[config.mk]
export PLATFORM = sky130hd
export DESIGN_NAME = wdf3_allpass
export DESIGN_NICKNAME = d
export VERILOG_FILES = /design/src/rtl/wdf3_pkg.sv /design/src/rtl/wdf3_csd_mult.sv /design/src/rtl/wdf3_sat.sv /design/src/rtl/wdf3_allpass.sv
export SDC_FILE = /design/constraint.sdc
export NUM_CORES = 1
export LEC_CHECK = 0
export BUFFER_PORTS_ARGS = -buffer_cell sky130_fd_sc_hd__buf_2
export CAP_MARGIN = 30
export CORE_MARGIN = 2
export CORE_UTILIZATION = 55
export CTS_CLUSTER_SIZE = 24
export DETAILED_ROUTE_END_ITERATION = 10
export PLACE_DENSITY = 0.78
export SYNTH_ARGS = -nofsm -noshare
export SYNTH_HDL_FRONTEND = slang
export SYNTH_SLANG_ARGS = --single-unit
export TNS_END_PERCENT = 5
[constraint.sdc]
create_clock -name clk -period 13.4 [get_ports clk]
set_input_delay 2.68 -clock clk [delete_from_list [all_inputs] [get_ports clk]]
set_output_delay 2.68 -clock clk [all_outputs]
set_load 0.01 [all_outputs]
[src/rtl/wdf3_pkg.sv]
package wdf3_pkg;

    // Canonical signed-digit expansion of a non-negative integer:
    // returns the digit (-1, 0 or +1) at weight 2^pos.
    function automatic int csd_digit(input int value, input int pos);
        int n;
        int d;
        n = value;
        d = 0;
        for (int i = 0; i <= pos; i++) begin
            if ((n & 1) != 0) begin
                d = ((n & 3) == 1) ? 1 : -1;
                n = (n - d) >>> 1;
            end else begin
                d = 0;
                n = n >>> 1;
            end
        end
        return d;
    endfunction

endpackage

[src/rtl/wdf3_csd_mult.sv]
module wdf3_csd_mult #(
    parameter int IN_W = 15,
    parameter int FRAC = 9,
    parameter int COEF = 689,
    localparam int NDIG  = FRAC + 3,
    localparam int OUT_W = IN_W + NDIG
) (
    input  logic signed [IN_W-1:0]  op_i,
    output logic signed [OUT_W-1:0] prod_o
);

    logic signed [OUT_W-1:0] op_ext;
    logic signed [OUT_W-1:0] acc [NDIG+1];

    assign op_ext = OUT_W'(op_i);
    assign acc[0] = '0;

    // One adder, subtractor or feed-through per signed digit of COEF
    for (genvar k = 0; k < NDIG; k++) begin : g_digit
        localparam int DG = wdf3_pkg::csd_digit(COEF, k);
        if (DG == 1) begin : g_add
            assign acc[k+1] = acc[k] + (op_ext <<< k);
        end else if (DG == -1) begin : g_sub
            assign acc[k+1] = acc[k] - (op_ext <<< k);
        end else begin : g_pass
            assign acc[k+1] = acc[k];
        end
    end

    assign prod_o = acc[NDIG];

endmodule

[src/rtl/wdf3_sat.sv]
module wdf3_sat #(
    parameter int IN_W  = 16,
    parameter int OUT_W = 8
) (
    input  logic signed [IN_W-1:0]  val_i,
    output logic signed [OUT_W-1:0] val_o
);

    localparam logic signed [IN_W-1:0] HI = IN_W'((64'sd1 <<< (OUT_W - 1)) - 64'sd1);
    localparam logic signed [IN_W-1:0] LO = -HI - IN_W'(1);

    always_comb begin
        if (val_i > HI) begin
            val_o = OUT_W'(HI);
        end else if (val_i < LO) begin
            val_o = OUT_W'(LO);
        end else begin
            val_o = val_i[OUT_W-1:0];
        end
    end

endmodule

[src/rtl/wdf3_allpass.sv]
module wdf3_allpass #(
    parameter int DW    = 8,
    parameter int GUARD = 6,
    parameter int FRAC  = 9,
    parameter int B1_Q  = 689,
    parameter int B2_Q  = 77
) (
    input  logic                 clk,
    input  logic                 rst,
    input  logic                 in_valid,
    input  logic signed [DW-1:0] in_sample,
    output logic                 out_valid,
    output logic signed [DW-1:0] out_sample
);

    localparam int IW = DW + GUARD;        // loop state width
    localparam int PW = IW + 1;            // adaptor port difference width
    localparam int MW = PW + FRAC + 3;     // raw product width
    localparam int AW = IW + 2;            // summation width

    localparam logic signed [AW-1:0] LIM_HI = AW'((64'sd1 <<< (IW - 1)) - 64'sd1);
    localparam logic signed [AW-1:0] LIM_LO = -LIM_HI - AW'(1);

    typedef struct packed {
        logic signed [IW-1:0] s1;
        logic signed [IW-1:0] s2;
        logic signed [DW-1:0] y;
        logic                 vld;
    } st_t;

    st_t st_d, st_q;

    logic signed [IW-1:0] x_ext;
    logic signed [PW-1:0] diff1, diff2;
    logic signed [MW-1:0] prod1, prod2;
    logic signed [AW-1:0] m1_w, m2_w, a0_w, s1_w, s2_w, y_w;
    logic signed [DW-1:0] y_sat;

    assign x_ext = IW'(in_sample);
    // port 2 closes through a plain delay, port 3 through an inverting delay
    assign diff1 = PW'(st_q.s1) - PW'(x_ext);
    assign diff2 = -PW'(st_q.s2) - PW'(x_ext);

    wdf3_csd_mult #(.IN_W(PW), .FRAC(FRAC), .COEF(B1_Q)) u_mul1 (
        .op_i   (diff1),
        .prod_o (prod1)
    );

    wdf3_csd_mult #(.IN_W(PW), .FRAC(FRAC), .COEF(B2_Q)) u_mul2 (
        .op_i   (diff2),
        .prod_o (prod2)
    );

    assign m1_w = AW'(prod1 >>> FRAC);
    assign m2_w = AW'(prod2 >>> FRAC);
    assign a0_w = (AW'(x_ext) <<< 1) + m1_w + m2_w;
    assign s1_w = a0_w - AW'(st_q.s1);
    assign s2_w = a0_w + AW'(st_q.s2);
    assign y_w  = AW'(x_ext) - a0_w;

    wdf3_sat #(.IN_W(AW), .OUT_W(DW)) u_sat (
        .val_i (y_w),
        .val_o (y_sat)
    );

    always_comb begin
        st_d     = st_q;
        st_d.vld = in_valid;
        if (in_valid) begin
            st_d.s1 = IW'(s1_w);
            st_d.s2 = IW'(s2_w);
            st_d.y  = y_sat;
        end
    end

    always_ff @(posedge clk) begin
        if (rst) begin
            st_q <= '0;
        end else begin
            st_q <= st_d;
        end
    end

    assign out_valid  = st_q.vld;
    assign out_sample = st_q.y;


    reset_clear_chk: assert property (@(posedge clk)
        rst |=> (!out_valid && out_sample == '0));


    valid_lat_chk: assert property (@(posedge clk) disable iff (rst)
        in_valid |=> out_valid);


    no_spurious_chk: assert property (@(posedge clk) disable iff (rst)
        !in_valid |=> !out_valid);


    idle_hold_chk: assert property (@(posedge clk) disable iff (rst)
        !in_valid |=> $stable(out_sample));


    loop_range_chk: assert property (@(posedge clk) disable iff (rst)
        in_valid |-> (a0_w <= LIM_HI && a0_w >= LIM_LO &&
                      s1_w <= LIM_HI && s1_w >= LIM_LO &&
                      s2_w <= LIM_HI && s2_w >= LIM_LO));

endmodule

# Word level (Yosys, flattened, before mapping)
# Cells that the tools add are included.
dict set report word_totals {
  regBits 37
  input_bits 11
  output_inout_bits 9
  word_cells 23
}
dict set report classes {
  add_sub_neg 15
  order_cmp 2
  n_mux 2
}
# operator count
set ops {}
lappend ops {{adder 24 x 25 -> 25 bit} 1}
lappend ops {{subtractor 22 x 23 -> 24 bit} 1}
lappend ops {{adder 20 x 21 -> 22 bit} 1}
lappend ops {{subtractor 20 x 21 -> 22 bit} 1}
lappend ops {{adder 18 x 19 -> 20 bit} 1}
lappend ops {{subtractor 15 x 19 -> 20 bit} 1}
lappend ops {{subtractor 15 x 17 -> 18 bit} 1}
lappend ops {{adder 16 x 13 -> 16 bit} 1}
lappend ops {{adder 9 x 16 -> 16 bit} 1}
lappend ops {{greater-than comparator 16 x 8 -> 1 bit, second input constant} 1}
lappend ops {{< comparator 16 x 8 -> 1 bit, second input constant} 1}
lappend ops {{two-way mux 8 bit} 2}
lappend ops {{subtractor 8 x 16 -> 16 bit} 1}
lappend ops {{negation 14 -> 15 bit} 1}
lappend ops {{subtractor 14 x 8 -> 15 bit} 1}
lappend ops {{subtractor 15 x 8 -> 15 bit} 1}
lappend ops {{adder 14 bit} 1}
lappend ops {{subtractor 14 bit} 1}

# Longest topological paths before layout
dict set report logic_depth {
  word_depth 11
  ltp_mapped 47
}

# Hierarchy
# From an unflattened synthesis, not the netlist that was laid out.
dict set report hier_totals {
  cells_unflattened 1275
  area_unflattened_um2 10242.3
}
# mod n_inst cells_each area_each_um2 seq_area_each_um2
set modules_own_cells {}
lappend modules_own_cells {wdf3_allpass 1 656 5472.7 740.7}
lappend modules_own_cells {{wdf3_csd_mult at u_mul1} 1 315 2562.5 0.0}
lappend modules_own_cells {{wdf3_csd_mult at u_mul2} 1 281 2059.5 0.0}
lappend modules_own_cells {wdf3_sat 1 23 147.6 0.0}

# Worst setup path after synthesis
# No wires, ideal clock.
dict set report synth_timing {
  kind {input to register}
  startpoint {in in_sample[2]}
  endpoint {reg st_q, in the netlist out_sample[0]}
  setup_ps 135
  arrival_ps 11543
  required_ps 13265
  path_slack_ps 1723
  cell_stages 42
  path_buffers 0
  cell_sequence {inv_1 > ha_1 > nor2b_1 > o21ai_0 > a21boi_0 > o21ai_0 > a21boi_0 > o21ai_0 > a21boi_0 > o21ai_0 > nand2b_1 > xnor2_1 > fa_1 > inv_1 > fa_1 > fa_1 > inv_1 > ha_1 > [... 6 more ...] > ha_1 > a2111oi_0 > o21ai_1 > nand2_1 > xnor2_1 > inv_1 > ha_1 > and3_1 > and2_1 > a21oi_1 > a21bo_2 > a211oi_1 > nor2_1 > a211oi_2 > xnor3_1 > a41o_2 > nand2_1 > o32ai_1}
}
dict set report synth_between {
  elab_chain_cells 11
  elab_cells_between_ends 16
  classes_between {add/sub (12); order compare (2); mux (2)}
}
# item line
set synth_lines {}
lappend synth_lines {{start, declared} wdf3_allpass.sv:11} ;# input logic signed [DW-1:0] in_sample,
lappend synth_lines {{subtractor 14 x 8 -> 15 bit} wdf3_allpass.sv:41} ;# assign diff1 = PW'(st_q.s1) - PW'(x_ext);
lappend synth_lines {{subtractor 15 x 19 -> 20 bit} wdf3_csd_mult.sv:24} ;# assign acc[k+1] = acc[k] - (op_ext <<< k);
lappend synth_lines {{subtractor 20 x 21 -> 22 bit} wdf3_csd_mult.sv:24}
lappend synth_lines {{subtractor 22 x 23 -> 24 bit} wdf3_csd_mult.sv:24}
lappend synth_lines {{adder 24 x 25 -> 25 bit} wdf3_csd_mult.sv:22} ;# assign acc[k+1] = acc[k] + (op_ext <<< k);
lappend synth_lines {{adder 9 x 16 -> 16 bit} wdf3_allpass.sv:56} ;# assign a0_w = (AW'(x_ext) <<< 1) + m1_w + m2_w;
lappend synth_lines {{adder 16 x 13 -> 16 bit} wdf3_allpass.sv:56}
lappend synth_lines {{subtractor 8 x 16 -> 16 bit (*)} wdf3_allpass.sv:59} ;# assign y_w = AW'(x_ext) - a0_w;
lappend synth_lines {{< comparator 16 x 8 -> 1 bit} wdf3_sat.sv:15} ;# end else if (val_i < LO) begin
lappend synth_lines {{two-way mux 8 bit} wdf3_sat.sv:15}
lappend synth_lines {{two-way mux 8 bit (*)} wdf3_sat.sv:13} ;# if (val_i > HI) begin
lappend synth_lines {{end signal, assigned} wdf3_allpass.sv:80} ;# st_q <= st_d;
lappend synth_lines {{end, declared} wdf3_allpass.sv:31} ;# st_t st_d, st_q;
# Every way passes the cells marked *; elsewhere a longest branch is shown, timed or not.
# A chain may end at the register's enable or synchronous reset.

# Final worst setup path
dict set report layout_timing {
  startpoint {in in_sample[2]}
  endpoint {reg st_q, in the netlist out_sample[6]}
}
# The elaborated chain is that of the path after synthesis.

==> results.json <==
{
  "outcome": "finished clean",
  "grt_antenna_before_repair": 0,
  "crit_slowest_cell": "fa_1",
  "fin_util_pct": 58.7,
  "drt-pass1-iter-count": 5,
  "seq_area_frac_synth_pct": 8.11,
  "final.setup_skew_ns": 0.0102,
  "fp.dieH_um": 133,
  "grt_max_degree": 41,
  "drv_slew": 0,
  "hp-class": "reg2reg",
  "worstHoldEndpoint": "out_sample[2]",
  "grt_pass1_vias": 7317,
  "crit_start": "in_sample[2]",
  "place_congestion": 0.932,
  "ys_types": 65,
  "antenna_cells": 0,
  "drc": 0,
  "clkTransAtPathRegs_ns": 0.05,
  "ff2ff_path_depth": 46,
  "synth_top_cell_area_share_pct": 21.0,
  "post-route-min-period_ns": 12.43,
  "grt.overflow.total": 0,
  "syn_area_per_cell_um2": 8.24,
  "wl_per_cell_um": 15.1,
  "die_area_mm2": 0.0177,
  "drive_gt1_share_pct": 5.08,
  "reg2reg_slack_ns": 3.16,
  "worst_pin_slew_ns": 0.814,
  "synth_seq_cells": 37,
  "area_growth_pct": 5.34,
  "fin_crit_sh_pct": 92.8,
  "portBuffers": 19,
  "hold_violations": 0,
  "synth_area_leaders": "ha_1 (21%), fa_1 (19%), inv_1 (8.6%)",
  "synth_ff_type": "dfxtp_1",
  "n_fill_cell": 1434,
  "endpoint_kind": "register",
  "grt_util_all_layers_pct": 23.6,
  "multi_input_area_mm2": 0.00753,
  "synth_warnings": 0,
  "required_ns": 13.52,
  "htree_levels": 2,
  "fmax_mhz": 80.4,
  "cts_sinks": 37,
  "maxSlewHeadroom_pct": 45.5,
  "rr_endpoint": "out_sample[6]",
  "cts_buffer_depth": 2,
  "clkLatencyLatePin_ns": 0.29,
  "coreArea_mm2": 0.0164,
  "syn_nets": 1358,
  "synth.most_common_cell": "inv_1",
  "hold_depth": 2,
  "place_hpwl_mm": 17.2,
  "rows": 47,
  "setup_viol": 0,
  "critPathLaunchType": "input port",
  "path_class": "in2reg",
  "cts_made_buffers": 5,
  "maxCapViolCount": 0,
  "netlist_top_cells_count": "inv_1 (209), ha_1 (153), nor2_1 (91), fa_1 (86), a21oi_1 (69)",
  "ant_nets": 0,
  "cp_max_fo": 8,
  "io-pin-count": 20,
  "timing.rr.start": "st_q[23]",
  "start_util_pct": 55.7,
  "async_reset_ff_share_pct": 0,
  "routed_wl_mm": 20.3,
  "synth-edff-count": 0,
  "grt_pass1_wl_mm": 34.2,
  "finish.net_count": 1371,
  "critPathMaxStageDelay_ns": 0.61,
  "tritoncts": "yes",
  "synth_top_area_cell": "ha_1",
  "drtIter0Drc": 405,
  "postSynthCellCount": 1108,
  "die_w_um": 133,
  "holdCritStartpoint": "out_sample[2]",
  "viasPerCell": 5.49,
  "arrival_ns": 12.56,
  "seqCellArea_um2": 741,
  "num_vias": 7368,
  "cts_root_buffer": "clkbuf_16",
  "syn_area_mm2": 0.00914
}
==> sequential cells by signal, indices dropped and copies added (netlist names) <==
| register | flops |
|---|---|
| out_valid | 1 |
| st_q | 28 |
| out_sample | 8 |
==> layout make-up <==
| type | count | share of cell area [%] |
|---|---|---|
| multi-input cells | 842 | 78.2 |
| inverters | 210 | 8.19 |
| flip-flops and latches | 37 | 7.70 |
| well taps | 220 | 2.86 |
| repair buffers | 25 | 1.59 |
| clock buffers | 6 | 1.34 |
| clock inverters | 2 | 0.104 |
==> routing by layer <==
layer	vias up	global-route usage [%]	wire length (µm)	share of wire, %
met2	128	41.6	9770	48
met5	-	0	0	0
met3	34	1.76	531	2.6
li1	3753	-	-	-
met4	0	8.30	754	3.7
met1	3453	30.5	9250	46
==> kinds of logic (layout without fill, tap and decap cells) <==
kind of cell	count (synthesis)	count (layout)	share of synthesized area [%]
simple gates	248	248	13.2
fa+ha+maj	240	240	39.9
compound gates	238	238	17.2
buf+inv	229	243	9.74
xor+xnor	92	92	9.18
flops	37	37	8.11
mux	24	24	2.66
==> worst max-delay path by stage <==
stage                    endpoint  slack (ns)
finish              out_sample[6]        0.97
CTS                 out_sample[6]        0.60
detailed placement  out_sample[6]        0.38
global placement    out_sample[6]        0.61
floorplan           out_sample[0]        1.72
global route        out_sample[6]       -0.01
==> placed cells by master, fill, tap and decap left out, types with 3 or more instances in the layout <==
cell type  instances
fa_1              86
and2_1             5
o211ai_1           4
mux2i_1           22
or3_1              6
ha_1             153
o311ai_0           6
clkbuf_16          5
nand2_1           44
nor3b_1            4
a211oi_1          20
a31oi_1            6
o21bai_1          17
a2111oi_0          3
nand3_1           15
nor2_1            91
inv_1            209
or2_2              7
o21a_1            12
a21o_1            25
a31o_2             3
nor3_1            24
buf_4              5
a21oi_1           69
o31ai_1            5
and4_1             5
nand4_1            4
a21boi_0           8
buf_2             19
nand2b_1           7
and3_1             8
dfxtp_1           37
xor2_1            33
o21ai_0           40
xnor2_1           54
nor2b_1           16
==> metrics by stage <==
stage	cell area (µm²)	TNS (ns)	instances	hold slack [ns]	worst slack [ns]
2_1_floorplan	9140	0	1108	0.453	1.72
3_3_place_gp	9430	0	1331	0.470	0.610
3_5_place_dp	9450	0	1332	0.479	0.376
4_1_cts	9590	0	1340	0.490	0.603
5_1_grt	9620	-0.0400	1342	0.519	-0.0149
6_report	9620	0	1342	0.484	0.965
==> critical path: cells and delay by family <==
kind | cells | cell delay, ns
adders and majority gates | 8 | 3.27
and+or+nand+nor | 8 | 1.51
AOI/OAI and AO/OA | 19 | 3.66
buffers and inverters | 6 | 0.79
xor gates and xnor gates | 2 | 0.66
==> timing repair <==
action,in CTS,in global routing
hold buffers,0,0
setup buffers,0,2
endpoints found under the setup margin,0,8
resized for setup,0,3
Power is left out: the tool's default activity adds up to more than one toggle a clock period on the data nets, which glitch-free logic cannot reach.
